**src/rtl/exu_pkg.sv**
```systemverilog
`timescale 1ns/1ps
package exu_pkg;
  localparam int OP_W = 5;

  typedef enum logic [OP_W-1:0] {
    OP_ADD   = 5'd0,
    OP_SUB   = 5'd1,
    OP_ADDI  = 5'd2,
    OP_SUBI  = 5'd3,
    OP_AND   = 5'd4,
    OP_OR    = 5'd5,
    OP_XOR   = 5'd6,
    OP_NOR   = 5'd7,
    OP_ANDI  = 5'd8,
    OP_ORI   = 5'd9,
    OP_XORI  = 5'd10,
    OP_SLL   = 5'd11,
    OP_SRL   = 5'd12,
    OP_SRA   = 5'd13,
    OP_SLT   = 5'd14,
    OP_SLTU  = 5'd15,
    OP_SLTI  = 5'd16,
    OP_SLTIU = 5'd17
  } exu_op_e;

  localparam int LAST_OP = 17;
endpackage

```
**src/rtl/exu_imm_ext.sv**
```systemverilog
`timescale 1ns/1ps
module exu_imm_ext
  import exu_pkg::*;
#(
  parameter int DATA_W = 32,
  parameter int IMM_W  = 16
) (
  input  exu_op_e            op_i,
  input  logic [IMM_W-1:0]   imm_i,
  output logic [DATA_W-1:0]  imm_x_o
);
  localparam int EXT_W = DATA_W - IMM_W;

  logic sext;

  // Arithmetic immediates and the signed compare widen with the sign bit.
  always_comb begin
    sext = (op_i == OP_ADDI) || (op_i == OP_SUBI) || (op_i == OP_SLTI);
  end

  assign imm_x_o = {{EXT_W{sext & imm_i[IMM_W-1]}}, imm_i};
endmodule

```
**src/rtl/exu_rshift.sv**
```systemverilog
`timescale 1ns/1ps
module exu_rshift #(
  parameter int DATA_W = 32,
  parameter int SH_W   = $clog2(DATA_W)
) (
  input  logic [DATA_W-1:0] val_i,
  input  logic [SH_W-1:0]   amt_i,
  input  logic              fill_i,
  output logic [DATA_W-1:0] res_o
);
  logic [DATA_W-1:0] stage [SH_W+1];

  assign stage[0] = val_i;

  // Logarithmic right shifter: stage k moves by 2**k when amt_i[k] is set.
  for (genvar k = 0; k < SH_W; k++) begin : g_stage
    localparam int STEP = 1 << k;
    assign stage[k+1] = amt_i[k] ? {{STEP{fill_i}}, stage[k][DATA_W-1:STEP]}
                                 : stage[k];
  end

  assign res_o = stage[SH_W];
endmodule

```
**src/rtl/exu_cmp.sv**
```systemverilog
`timescale 1ns/1ps
module exu_cmp #(
  parameter int DATA_W = 32
) (
  input  logic [DATA_W-1:0] a_i,
  input  logic [DATA_W-1:0] b_i,
  input  logic              signed_i,
  output logic              lt_o
);
  always_comb begin
    if (signed_i) lt_o = $signed(a_i) < $signed(b_i);
    else          lt_o = a_i < b_i;
  end
endmodule

```
**src/rtl/int_exec_unit.sv**
```systemverilog
`timescale 1ns/1ps
module int_exec_unit
  import exu_pkg::*;
#(
  parameter int DATA_W = 32,
  parameter int IMM_W  = 16,
  localparam int SH_W  = $clog2(DATA_W)
) (
  input  logic              clk,
  input  logic              rst,
  input  logic [OP_W-1:0]   op_i,
  input  logic [DATA_W-1:0] rs_i,
  input  logic [DATA_W-1:0] rt_i,
  input  logic [IMM_W-1:0]  imm_i,
  input  logic [SH_W-1:0]   shamt_i,
  output logic [DATA_W-1:0] res_o
);
  localparam int EXT_W = DATA_W - IMM_W;

  exu_op_e           op;
  logic [DATA_W-1:0] imm_x;
  logic [DATA_W-1:0] opb;
  logic              use_imm;
  logic              is_sub;
  logic              cmp_signed;
  logic [DATA_W-1:0] sum;
  logic [DATA_W-1:0] shl;
  logic [DATA_W-1:0] shr;
  logic [DATA_W-1:0] sar;
  logic              lt;
  logic [DATA_W-1:0] nxt;

  assign op = exu_op_e'(op_i);

  exu_imm_ext #(.DATA_W(DATA_W), .IMM_W(IMM_W)) u_imm (
    .op_i    (op),
    .imm_i   (imm_i),
    .imm_x_o (imm_x)
  );

  always_comb begin
    use_imm    = op inside {OP_ADDI, OP_SUBI, OP_ANDI, OP_ORI, OP_XORI,
                            OP_SLTI, OP_SLTIU};
    is_sub     = op inside {OP_SUB, OP_SUBI};
    cmp_signed = op inside {OP_SLT, OP_SLTI};
    opb        = use_imm ? imm_x : rt_i;
  end

  // One adder serves add and subtract; subtract inverts and adds one.
  assign sum = rs_i + (is_sub ? ~opb : opb) + DATA_W'(is_sub);
  assign shl = rs_i << shamt_i;

  exu_rshift #(.DATA_W(DATA_W), .SH_W(SH_W)) u_srl (
    .val_i  (rs_i),
    .amt_i  (shamt_i),
    .fill_i (1'b0),
    .res_o  (shr)
  );

  exu_rshift #(.DATA_W(DATA_W), .SH_W(SH_W)) u_sra (
    .val_i  (rs_i),
    .amt_i  (shamt_i),
    .fill_i (rs_i[DATA_W-1]),
    .res_o  (sar)
  );

  exu_cmp #(.DATA_W(DATA_W)) u_cmp (
    .a_i      (rs_i),
    .b_i      (opb),
    .signed_i (cmp_signed),
    .lt_o     (lt)
  );

  always_comb begin
    case (op)
      OP_ADD, OP_ADDI, OP_SUB, OP_SUBI:    nxt = sum;
      OP_AND, OP_ANDI:                     nxt = rs_i & opb;
      OP_OR, OP_ORI:                       nxt = rs_i | opb;
      OP_XOR, OP_XORI:                     nxt = rs_i ^ opb;
      OP_NOR:                              nxt = ~(rs_i | opb);
      OP_SLL:                              nxt = shl;
      OP_SRL:                              nxt = shr;
      OP_SRA:                              nxt = sar;
      OP_SLT, OP_SLTU, OP_SLTI, OP_SLTIU:  nxt = {{(DATA_W-1){1'b0}}, lt};
      default:                             nxt = '0;
    endcase
  end

  always_ff @(posedge clk) begin
    if (rst) res_o <= '0;
    else     res_o <= nxt;
  end


  rst_clear_chk: assert property (@(posedge clk) disable iff (rst)
    $past(rst) |-> res_o == '0);


  add_wrap_chk: assert property (@(posedge clk) disable iff (rst)
    (!$past(rst) && $past(op_i) == OP_ADD) |-> (res_o - $past(rt_i)) == $past(rs_i));


  subi_sext_chk: assert property (@(posedge clk) disable iff (rst)
    (!$past(rst) && $past(op_i) == OP_SUBI) |->
      (res_o + {{EXT_W{$past(imm_i[IMM_W-1])}}, $past(imm_i)}) == $past(rs_i));


  andi_zext_chk: assert property (@(posedge clk) disable iff (rst)
    (!$past(rst) && $past(op_i) == OP_ANDI) |-> res_o[DATA_W-1:IMM_W] == '0);


  sra_sign_chk: assert property (@(posedge clk) disable iff (rst)
    (!$past(rst) && $past(op_i) == OP_SRA) |-> res_o[DATA_W-1] == $past(rs_i[DATA_W-1]));


  cmp_bool_chk: assert property (@(posedge clk) disable iff (rst)
    (!$past(rst) && $past(op_i) >= OP_SLT && $past(op_i) <= OP_SLTIU) |->
      res_o[DATA_W-1:1] == '0);


  unused_zero_chk: assert property (@(posedge clk) disable iff (rst)
    (!$past(rst) && int'($past(op_i)) > LAST_OP) |-> res_o == '0);
endmodule

```
**config.mk**
```make
export PLATFORM = sky130hd
export DESIGN_NAME = int_exec_unit
export DESIGN_NICKNAME = d
export VERILOG_FILES = /design/src/rtl/exu_pkg.sv /design/src/rtl/exu_imm_ext.sv /design/src/rtl/exu_rshift.sv /design/src/rtl/exu_cmp.sv /design/src/rtl/int_exec_unit.sv
export SDC_FILE = /design/constraint.sdc
export NUM_CORES = 1
export LEC_CHECK = 0
export ABC_AREA = 1
export CAP_MARGIN = 25
export CORE_UTILIZATION = 40
export CTS_CLUSTER_DIAMETER = 120
export DETAILED_ROUTE_END_ITERATION = 6
export DONT_BUFFER_PORTS = 1
export PLACE_DENSITY_LB_ADDON = 0.15
export SLEW_MARGIN = 20
export SYNTH_ARGS = -nofsm -noshare
export SYNTH_HDL_FRONTEND = slang
export SYNTH_SLANG_ARGS = --single-unit
export TNS_END_PERCENT = 5
```
**constraint.sdc**
```tcl
create_clock -name clk -period 6.52 [get_ports clk]
set_input_delay 0.978 -clock clk [delete_from_list [all_inputs] [get_ports clk]]
set_output_delay 0.978 -clock clk [all_outputs]
set_load 0.1 [all_outputs]
```
==> results.md <==
- Biggest cell delay along the critical path: 520 ps
- Clock root buffer master: sky130_fd_sc_hd__clkbuf_16
- Register name with the most flops: res_o
- Run status: finished clean
- Overall track demand over capacity in global routing: 36.39%
- Final wirelength: 44270 microns
- Worst IR drop on VDD: ~0.000095 V
- Top cells by area in the synthesized netlist: sky130_fd_sc_hd__nand2_1 (19%), sky130_fd_sc_hd__ha_1 (14%), sky130_fd_sc_hd__o21ai_0 (12%)
- Post-synthesis instance total: approximately 1.7k
- Number of enable flip-flop cells after synthesis: 0
- Peak clock frequency supported by timing: 208.7 MHz
- CTS tree: done
- Top Layer Used: met5
- Number of global-route vias before repair: 10.76k
- Fraction of final layout cells sized beyond drive strength 1: under 10%
- FP Rows: between 50 and 60
- Initial standard-cell utilization of the core: 41.20%
- Total setup buffers inserted after CTS: 0
- Library cell appearing most often on the critical path: sky130_fd_sc_hd__nand2_1
- Sequential area share after synthesis: 6.805%
- Wire length on met3: around 3500 microns
- Dominant register cell in the synthesized netlist: sky130_fd_sc_hd__dfxtp_1
- P per Cell Area: 146.4 nW/um^2
- Path category of the worst min-delay check: input pin to flop
- Clock Tree Buf Depth: 2
- Average vias per placed instance: 5.928
- Wl on met1: 19570 microns
- Endpoint class of the critical path: flop
- Number of CTS-inserted buffers: 5
- Minimum period implied by the final worst setup slack: 4792 ps
- Leakage power total: a little under 5 nW
- Per-cell routed wire length: 22.54 microns
- Registers with the highest flip-flop counts: res_o: 32 flops
- Synthesized Nets: 1908
- Master of the slowest instance on the critical path: sky130_fd_sc_hd__nand2_1
- Wire length of the first global-routing pass: 65740 microns
- Routability-driven placement congestion ratio: approximately 1.0
- Largest fanout on the critical path: 36
- Cells traversed along the worst timing path: inv_1 -> o211ai_4 -> nand2_4 -> nand2_1 -> o21ai_0 -> xor2_1 -> ha_1 -> nand2_1 -> nor2_1 -> inv_1 -> nor2_1 -> nand4_1 -> nand2_1 -> or2_2 -> a31oi_1 -> a21oi_1
- Post-synthesis to final-layout area growth: 3.456%
- Final routed DRC violation total: 0
- Cell type group with the largest total delay on the critical path: simple AND/OR/NAND/NOR gates
- Post-detailed-placement half-perimeter wirelength: 35880 microns
- Hold buffer count at cts: 0
- Placed cell count: 1954
- Unrepaired setup endpoints after global routing: no
- Flip-flop count of the largest register, all copies and words added: 32
- Port-buffer cells: 0
- Placeable core region: 22850 sq um
- Flip-flop and latch count after synthesis: 32
- Area of the mapped netlist: ~9400 sq um
- Top library cells by usage in the layout, fill and taps aside: sky130_fd_sc_hd__nand2_1 (480), sky130_fd_sc_hd__o21ai_0 (224), sky130_fd_sc_hd__inv_1 (204)
- Commonest non-fill, non-tap cell in the layout: sky130_fd_sc_hd__nand2_1
- Count of maximum capacitance violations: 0
- Via count: 11.64k
- Share of the core filled with cells in the final layout: around 43%
- Netlist cell types: 61
- Clk slew on worst S/H paths: 60 ps
- Overall power after layout: ~1.4 mW
- Antenna violations before repair: 5
- Type of the worst setup path: input pin to flop
- Overflow left after global routing: 0
- Area share of the largest cell type after synthesis: 19.14%
- Die boundary height: 155.4 microns
- Worst setup SP type: input pin
- Worst EP arrival: between 4000 and 5000 ps
- Total Neg Setup Slack: 0 ps
- Number of H-tree levels: 2
- Die area: 24150 sq um
- Worst slack at placement: between 1500 and 2000 ps
- Least setup slack across all paths after layout: 1728 ps
- Final Hold Viols: 0
- Async set or reset register ratio after synthesis: 0%
- Clock net sink count: 32
- Library cell with the largest summed area after synthesis: sky130_fd_sc_hd__nand2_1
- Layout filler cell count: ~2.6k
- Count of endpoints failing setup in the final report: 0
- Measured slew at the worst slew-check pin: 996.1 ps
- Max Slew Vio Count: 0
- Max-Slew Margin vs Limit: 33.50%
- DRT iter0 DRCs: approximately 1.5k
- Met2 wirelength from detailed routing: 19760 microns
- Top-level I/O count: 124
- Required time of the worst setup path: about 6700 ps
- Pin count of the biggest net entering global routing: 66
- Tcrit/Tclk final: 73.49%
- Synthesized area per cell: between 5 and 6 sq um
- Synth warn: 0
- Buffers & Inverters on Critical Path: 2
- Count of cells resized by post-cts repair: 0
- Routed Antenna Nets: 0
- Router iterations before antenna repair: 6
- Die width: 155.4 microns
- Final net count: approximately 1.8k
- Final standard cell count with taps included and fillers excluded: 1964
[cells by family (layout without fill, tap and decap cells)]
group                    Yosys count  after routing  synth area share, %
AO/OA/AOI/OAI                    489            489                29.93
XOR/XNOR                          33             33                3.070
adder cells (fa/ha/maj)          106            106                14.17
buffers and inverters            293            232                12.03
flip-flops                        32             32                6.805
multiplexers                      11             11                1.170
other                              0              2                    0
AND/OR/NAND/NOR                  746            746                32.83
[layer usage]
layer | vias up | track usage (%)
li1 | 5598 | -
met1 | 5422 | 49.92
met2 | 536 | 58.70
met3 | 83 | 4.039
met4 | 4 | 12.46
met5 | - | 0
[cells in the mapped netlist (3+ instances only)]
master / instances
sky130_fd_sc_hd__nand2_1: 480
sky130_fd_sc_hd__o21ai_0: 224
sky130_fd_sc_hd__inv_1: 204
sky130_fd_sc_hd__a21oi_1: 137
sky130_fd_sc_hd__nor2_1: 113
sky130_fd_sc_hd__ha_1: 105
sky130_fd_sc_hd__nand3_1: 77
sky130_fd_sc_hd__clkbuf_1: 51
sky130_fd_sc_hd__xor2_1: 33
sky130_fd_sc_hd__dfxtp_1: 32
sky130_fd_sc_hd__a221oi_1: 18
sky130_fd_sc_hd__nor3_1: 17
sky130_fd_sc_hd__a31oi_1: 16
sky130_fd_sc_hd__o211ai_1: 16
sky130_fd_sc_hd__or2_2: 16
sky130_fd_sc_hd__buf_2: 13
sky130_fd_sc_hd__buf_1: 11
sky130_fd_sc_hd__mux2i_1: 11
sky130_fd_sc_hd__nand4_1: 9
sky130_fd_sc_hd__nor4_1: 9
sky130_fd_sc_hd__o21a_1: 9
sky130_fd_sc_hd__nand2_2: 8
sky130_fd_sc_hd__o21ai_1: 8
sky130_fd_sc_hd__o22ai_1: 8
sky130_fd_sc_hd__a211oi_1: 6
sky130_fd_sc_hd__inv_2: 6
sky130_fd_sc_hd__o2111ai_1: 6
sky130_fd_sc_hd__a21o_1: 5
sky130_fd_sc_hd__nor2_2: 5
sky130_fd_sc_hd__o221ai_1: 5
sky130_fd_sc_hd__clkinv_1: 4
sky130_fd_sc_hd__nand3b_1: 4
sky130_fd_sc_hd__o21bai_1: 4
sky130_fd_sc_hd__a2111oi_0: 3
sky130_fd_sc_hd__and2_1: 3
sky130_fd_sc_hd__nor2_4: 3
[power by group]
group	leakage, nW	switching [mW]	internal [mW]	total [mW]
Combinational	4.47	0.541	0.253	0.794
Sequential	0.262	0.117	0.211	0.328
Clock	0.0901	0.103	0.201	0.304
Total	4.82	0.760	0.666	1.43
[per-stage QoR]
step	hold WS [ps]	instance area, sq um
after floorplan	1213	9414
after global placement	1053	9552
after detailed placement	1054	9552
after CTS	736.5	9734
after global routing	743.7	9739
final	742.0	9739
[final cells by class]
| class | count | area, sq um | share of cell area, % |
|---|---|---|---|
| multi-input cells | 1385 | 7641 | 78.46 |
| inverters | 214 | 803.3 | 8.248 |
| flip-flops and latches | 32 | 640.6 | 6.578 |
| well taps | 313 | 391.6 | 4.021 |
| clock buffers | 7 | 152.6 | 1.567 |
| repair buffers | 10 | 75.07 | 0.7708 |
| clock inverters | 1 | 30.03 | 0.3083 |
| diodes | 2 | 5.005 | 0.05139 |
[worst paths after layout]
kind / from / endpoint / slack [ps] / depth (start not counted)
max: op_i[0] / res_o[17] / 1730 / 16
min: rst / res_o[9] / 740 / 1
(Power assumes the default switching activity.)
